## config.mk

```make
export PLATFORM = sky130hd
export DESIGN_NAME = uart_irq_id
export DESIGN_NICKNAME = d
export VERILOG_FILES = /design/src/rtl/uart_irq_pkg.sv /design/src/rtl/uart_irq_src.sv /design/src/rtl/uart_irq_prio.sv /design/src/rtl/uart_irq_id.sv
export SDC_FILE = /design/constraint.sdc
export NUM_CORES = 1
export LEC_CHECK = 0
export BUFFER_PORTS_ARGS = -buffer_cell sky130_fd_sc_hd__buf_2
export CELL_PAD_IN_SITES_DETAIL_PLACEMENT = 2
export CELL_PAD_IN_SITES_GLOBAL_PLACEMENT = 2
export CORE_AREA = 2 2 40 56
export CTS_CLUSTER_SIZE = 25
export DETAILED_ROUTE_END_ITERATION = 10
export DIE_AREA = 0 0 42 58
export GPL_TIMING_DRIVEN = 0
export PLACE_DENSITY = 0.72
export SKIP_LAST_GASP = 1
export SYNTH_ARGS = -nofsm -noshare
export SYNTH_HDL_FRONTEND = slang
export SYNTH_SLANG_ARGS = --single-unit
```

## constraint.sdc

```tcl
create_clock -name clk -period 1.1 [get_ports clk]
set_clock_uncertainty 0.15 [all_clocks]
set_input_delay 0.22 -clock clk [delete_from_list [all_inputs] [get_ports clk]]
set_output_delay 0.22 -clock clk [all_outputs]
set_load 0.05 [all_outputs]
```

## src/rtl/uart_irq_pkg.sv

```systemverilog
package uart_irq_pkg;

    localparam int IID_W   = 4;
    localparam int NUM_REQ = 5;

    // Request vector order is the priority order, index 0 highest.
    localparam int REQ_LINE = 0;
    localparam int REQ_TOUT = 1;
    localparam int REQ_RDA  = 2;
    localparam int REQ_THRE = 3;
    localparam int REQ_MSR  = 4;

    localparam logic [IID_W-1:0] IID_NONE = 4'b0001;
    localparam logic [IID_W-1:0] IID_LINE = 4'b0110;
    localparam logic [IID_W-1:0] IID_TOUT = 4'b1100;
    localparam logic [IID_W-1:0] IID_RDA  = 4'b0100;
    localparam logic [IID_W-1:0] IID_THRE = 4'b0010;
    localparam logic [IID_W-1:0] IID_MSR  = 4'b0000;

    typedef struct packed {
        logic line_p;
        logic tout_p;
        logic thre_p;
        logic msr_p;
        logic empty_prev;
        logic thre_en_prev;
    } irq_state_t;

    function automatic logic [IID_W-1:0] req_code(input int idx);
        case (idx)
            REQ_LINE: return IID_LINE;
            REQ_TOUT: return IID_TOUT;
            REQ_RDA:  return IID_RDA;
            REQ_THRE: return IID_THRE;
            default:  return IID_MSR;
        endcase
    endfunction

endpackage

```

## src/rtl/uart_irq_src.sv

```systemverilog
module uart_irq_src
    import uart_irq_pkg::*;
(
    input  logic clk,
    input  logic rst_n,
    input  logic fifo_mode,
    input  logic thre_en,
    input  logic line_err,
    input  logic char_tout,
    input  logic thr_empty,
    input  logic msr_change,
    input  logic rd_lsr,
    input  logic rd_rbr,
    input  logic rd_msr,
    input  logic wr_thr,
    input  logic thre_ack,
    output logic line_pend,
    output logic tout_pend,
    output logic thre_pend,
    output logic msr_pend
);

    irq_state_t st_d, st_q;
    logic       thre_set;

    always_comb begin
        st_d = st_q;
        st_d.empty_prev   = thr_empty;
        st_d.thre_en_prev = thre_en;

        // Line status: read of the status register clears, a new error wins.
        if (rd_lsr)   st_d.line_p = 1'b0;
        if (line_err) st_d.line_p = 1'b1;

        // Timeout exists only in FIFO mode.
        if (rd_rbr || !fifo_mode)   st_d.tout_p = 1'b0;
        if (char_tout && fifo_mode) st_d.tout_p = 1'b1;

        // Transmit empty: edge of empty, or enable turning on while empty.
        thre_set = (thr_empty && !st_q.empty_prev) ||
                   (thr_empty && thre_en && !st_q.thre_en_prev);
        if (wr_thr || thre_ack) st_d.thre_p = 1'b0;
        if (thre_set)           st_d.thre_p = 1'b1;

        if (rd_msr)     st_d.msr_p = 1'b0;
        if (msr_change) st_d.msr_p = 1'b1;
    end

    always_ff @(posedge clk) begin
        if (!rst_n) begin
            st_q <= '{line_p: 1'b0, tout_p: 1'b0, thre_p: 1'b0, msr_p: 1'b0,
                      empty_prev: 1'b1, thre_en_prev: 1'b0};
        end else begin
            st_q <= st_d;
        end
    end

    assign line_pend = st_q.line_p;
    assign tout_pend = st_q.tout_p;
    assign thre_pend = st_q.thre_p;
    assign msr_pend  = st_q.msr_p;

    a_r2_lsr_clears: assert property (@(posedge clk) disable iff (!rst_n)
        (rd_lsr && !line_err) |=> !line_pend);
    a_r12_line_set_wins: assert property (@(posedge clk) disable iff (!rst_n)
        line_err |=> line_pend);
    a_r6_write_clears: assert property (@(posedge clk) disable iff (!rst_n)
        (wr_thr && !thr_empty) |=> !thre_pend);
    a_r9_msr_clears: assert property (@(posedge clk) disable iff (!rst_n)
        (rd_msr && !msr_change) |=> !msr_pend);
    a_r11_no_tout_outside_fifo: assert property (@(posedge clk) disable iff (!rst_n)
        !fifo_mode |=> !tout_pend);
    a_r4_rbr_clears: assert property (@(posedge clk) disable iff (!rst_n)
        (rd_rbr && !char_tout) |=> !tout_pend);

endmodule

```

## src/rtl/uart_irq_prio.sv

```systemverilog
module uart_irq_prio
    import uart_irq_pkg::*;
#(
    parameter int N_REQ = NUM_REQ
) (
    input  logic             clk,
    input  logic             rst_n,
    input  logic             fifo_mode,
    input  logic [N_REQ-1:0] req,
    output logic [IID_W-1:0] iid,
    output logic             irq
);

    logic [IID_W-1:0] code_tab [N_REQ];
    logic [IID_W-1:0] sel;

    for (genvar g = 0; g < N_REQ; g++) begin : g_code
        assign code_tab[g] = req_code(g);
    end

    always_comb begin
        sel = IID_NONE;
        for (int i = N_REQ - 1; i >= 0; i--) begin
            if (req[i]) sel = code_tab[i];
        end
        if (!fifo_mode) sel[IID_W-1] = 1'b0;
    end

    assign iid = sel;
    assign irq = |req;

    a_r1_idle_code: assert property (@(posedge clk) disable iff (!rst_n)
        !irq |-> (iid == IID_NONE));
    a_r1_busy_code: assert property (@(posedge clk) disable iff (!rst_n)
        irq |-> !iid[0]);
    a_r2_line_first: assert property (@(posedge clk) disable iff (!rst_n)
        req[REQ_LINE] |-> (iid == IID_LINE));
    a_r11_bit3_low: assert property (@(posedge clk) disable iff (!rst_n)
        !fifo_mode |-> !iid[IID_W-1]);

endmodule

```

## src/rtl/uart_irq_id.sv

```systemverilog
module uart_irq_id
    import uart_irq_pkg::*;
(
    input  logic             clk,
    input  logic             rst_n,
    input  logic             fifo_mode,
    input  logic [3:0]       ien,
    input  logic             line_err,
    input  logic             rx_avail,
    input  logic             rx_trig,
    input  logic             char_tout,
    input  logic             thr_empty,
    input  logic             msr_change,
    input  logic             rd_iir,
    input  logic             rd_lsr,
    input  logic             rd_rbr,
    input  logic             rd_msr,
    input  logic             wr_thr,
    output logic [IID_W-1:0] iid,
    output logic             irq
);

    logic               line_pend, tout_pend, thre_pend, msr_pend;
    logic               rda_lvl;
    logic               thre_ack;
    logic [NUM_REQ-1:0] req;

    // Clear-on-read of the identification register applies to the code seen now.
    assign thre_ack = rd_iir && (iid == IID_THRE);

    uart_irq_src i_src (
        .clk        (clk),
        .rst_n      (rst_n),
        .fifo_mode  (fifo_mode),
        .thre_en    (ien[2]),
        .line_err   (line_err),
        .char_tout  (char_tout),
        .thr_empty  (thr_empty),
        .msr_change (msr_change),
        .rd_lsr     (rd_lsr),
        .rd_rbr     (rd_rbr),
        .rd_msr     (rd_msr),
        .wr_thr     (wr_thr),
        .thre_ack   (thre_ack),
        .line_pend  (line_pend),
        .tout_pend  (tout_pend),
        .thre_pend  (thre_pend),
        .msr_pend   (msr_pend)
    );

    assign rda_lvl = fifo_mode ? rx_trig : rx_avail;

    always_comb begin
        req           = '0;
        req[REQ_LINE] = line_pend && ien[0];
        req[REQ_TOUT] = tout_pend && ien[1];
        req[REQ_RDA]  = rda_lvl   && ien[1];
        req[REQ_THRE] = thre_pend && ien[2];
        req[REQ_MSR]  = msr_pend  && ien[3];
    end

    uart_irq_prio #(.N_REQ(NUM_REQ)) i_prio (
        .clk       (clk),
        .rst_n     (rst_n),
        .fifo_mode (fifo_mode),
        .req       (req),
        .iid       (iid),
        .irq       (irq)
    );

    a_r7_ack_only_when_shown: assert property (@(posedge clk) disable iff (!rst_n)
        (rd_iir && (iid == IID_LINE) && !wr_thr && thre_pend) |=> thre_pend);
    a_r10_mask_keeps_msr: assert property (@(posedge clk) disable iff (!rst_n)
        (msr_pend && !ien[3] && !rd_msr) |=> msr_pend);

endmodule

```

==> qor.yml <==
synth:
  synthCells: 34
  synth_top_cell_by_area: "dfxtp_1"
  synth-simple-area-share_pct: 25.1
  yosys.area_share.adder_pct: 0
  synthArstFlopShare_pct: 0
  ys.flop_type: "dfxtp_1"
  synth_nets: 52
  synth_edf_count: 0
  synth-xor-area-share_pct: 0
  ys_types: 18
  yosysSeqAreaShare_pct: 40.9
  syn_area_um2: 294
  muxShareOfSynthArea_pct: 3.40
  synth_compound_area_share_pct: 28.1
  ys_top_cells_by_area: "dfxtp_1 41%, nand2b_1 6.4%, a21oi_1 5.1%"
  synth_top_family_by_area: "compound AO/OA/AOI/OAI gates"
  syn_avg_cell_area_um2: 8.65
  yosys-top-cells-count: "6 x dfxtp_1, 3 x a21oi_1, 3 x nand2_1, 3 x nand2b_1"
  ys_ff_latch: 6
  synth_warnings: 0
  netlist.area_leader.share_pct: 40.9
  yosysMostFrequentCell: "dfxtp_1"
floorplanning:
  die_h_um: 58
  dieWidth_um: 42
  ios: 23
  initial_core_util_pct: 15.3
  row_count: 19
  dieArea_um2: 2440
  core-area_um2: 1930
setup_path:
  cp.required_ns: 0.73
  critPathKind: "register to primary output"
  start_kind: "register"
  rr_startpoint: "i_src.thre_pend$_SDFFE_PN0P_"
  path_buf_inv: 2
  rrSetupSlack_ns: -0.02
  crit_arrival_ns: 1.22
  critPathTopFamily: "compound AO/OA/AOI/OAI gates"
  r2r_cells: 3
  slowest_stage: "dfxtp_2"
  crit_chain: "inv_2 > a21bo_4 > a32o_2 > buf_6"
  worstPathMaxFanout: 4
  critical_path.max_stage_delay_ns: 0.33
  endpoint_kind: "primary output"
  reg2reg_to: "i_src.thre_pend$_SDFFE_PN0P_"
cts:
  path_clk_slew_ns: 0.05
  cts_tree: "done"
  cts_buffer_depth: 2
  clk_latency_ns: 0.24
  cts_sinks: 6
  root_buffer: "clkbuf_4"
  cts_buffers: 3
  ctsHoldBuffers: 0
  htree_levels: 1
layout:
  fin_nets: 84
  n_fill_cell: 222
  antenna_cells: 0
  layout-drive-gt1-share_pct: 65.6
  syn_to_final_growth_pct: 97.9
  fin_area_um2: 582
grt:
  grt_pass1_vias: 401
  antenna_found_initial: 0
  grt_usage_pct: 9.07
  grt_pass1_wl_um: 1680
  grt_max_degree: 7
  grt-ovfl-total: 0
routing:
  via_count: 380
  wirelength_um: 1010
  drcViolationCount: 0
  drtIter0Drc: 3
  postRouteAntennaNets: 0
  avgViaCountPerCell: 4.47
  wl_per_cell_um: 11.9
  first_pass_iters: 2
sta:
  worst_slack_ns: -0.494
  fin_crit_ns: 1.59
  slew_viol_final: 0
  post-route-period-util_pct: 145
  maxSlewHeadroom_pct: 81.4
  hold_viol_final: 0
  worst_pin_slew_ns: 0.272
  rsz0062_at_grt: "true"
  setup_violations: 6
  setup_tns_ns: -2.12
  max_freq_mhz: 627
worst_hold_path:
  min_to: "i_src.st_q[1]$_SDFF_PN1_"
  hold_path_depth: 2
  min_from: "thr_empty"
  hp-class: "primary input to register"
placed_design:
  io_buffers: 22
  place_area_um2: 440
  gp_congestion: 0.678
power:
  peakVddDrop_mv: 0.456
  p_leak_nw: 0.277
  p_per_area_nw_per_um2: 1140
run_status:
  violations: "setup timing"
  status: "complete, but fails checks"
flow_run:
  maxCapViolCount: 0
-- what timing repair did --
action	CTS	global route
pin swaps	2	4
resized for setup	16	6
endpoints found under the setup margin	6	6
buffers inserted	3	3
-- worst register-to-register path, stage by stage, from the launching register on --
cell and delay (ns):
dfxtp_1 0.37, nand2b_1 0.10, a311oi_1 0.29, o31a_1 0.15
-- metal layers --
metal	up-vias	wire length, um	track usage (%)	share of wire (%)
met4	0	0	4.15	0
met3	0	71	2.18	7.0
met5	-	0	0	0
met1	179	374	9.35	37
met2	16	562	17.0	56
li1	185	-	-	-
-- through the flow --
| stage | cells | utilization, % | setup slack (ns) | total power (W) | hold slack, ns |
|---|---|---|---|---|---|
| after floorplan | 34 | - | -0.221 | 0.000349 | 0.143 |
| after global placement | 77 | 22.9 | -0.482 | 0.000407 | 0.271 |
| after detailed placement | 77 | 22.9 | -0.505 | 0.000413 | 0.273 |
| after CTS | 83 | 27.9 | -0.496 | 0.000664 | 0.0263 |
| after global routing | 85 | 30.2 | -0.534 | 0.000718 | 0.0164 |
| final | 85 | 30.2 | -0.494 | 0.000664 | 0.0287 |
-- state kept, by name, indices dropped and copies added, names as in the netlist --
signal / flops
i_src.line_pend: 1
i_src.msr_pend: 1
i_src.st_q: 2
i_src.thre_pend: 1
i_src.tout_pend: 1
-- cells in the final DEF, fill, tap and decap left out, types with 2 or more instances in the layout --
cell      synthesis  routed
buf_2             0      17
buf_4             0       5
dfxtp_1           6       4
nand2b_1          3       3
a21oi_1           3       3
clkbuf_4          0       3
buf_6             0       3
nor2b_1           2       2
o21a_1            2       2
buf_8             0       2
-- how the worst max path moves through the flow --
| stage | slack (ns) | cells after the start | start | endpoint |
|---|---|---|---|---|
| after CTS | -0.50 | 4 | i_src.tout_pend$_SDFFE_PN0P_ | iid[1] |
| after global routing | -0.53 | 4 | i_src.tout_pend$_SDFFE_PN0P_ | iid[1] |
| after detailed placement | -0.51 | 5 | fifo_mode | iid[1] |
| final | -0.49 | 4 | i_src.tout_pend$_SDFFE_PN0P_ | iid[1] |
| after floorplan | -0.22 | 3 | fifo_mode | iid[1] |
| after global placement | -0.48 | 5 | fifo_mode | iid[1] |
-- cell type report --
type                       count  area, um^2  area share, %
clock buffer                   3        22.5           3.87
inverter                       2        7.51           1.29
multi-input combinational     26         214           36.8
sequential                     6         125           21.5
tap                           21        26.3           4.52
timing repair buffer          27         186           32.0
-- power breakdown --
part / total [W] / switching (W) / internal (W)
combinational: 0.000224 / 0.000119 / 0.000105
sequential: 0.000241 / 0.0000103 / 0.000231
clock: 0.000199 / 0.0000755 / 0.000123
total: 0.000664 / 0.000205 / 0.000459
-- logic make-up (layout without fill, tap and decap cells) --
family / after synthesis / in the layout
compound gates: 11 / 11
buf+inv: 2 / 32
flops: 6 / 6
mux: 1 / 1
simple gates: 14 / 14
Note: power is estimated with default switching activity, not from simulation.
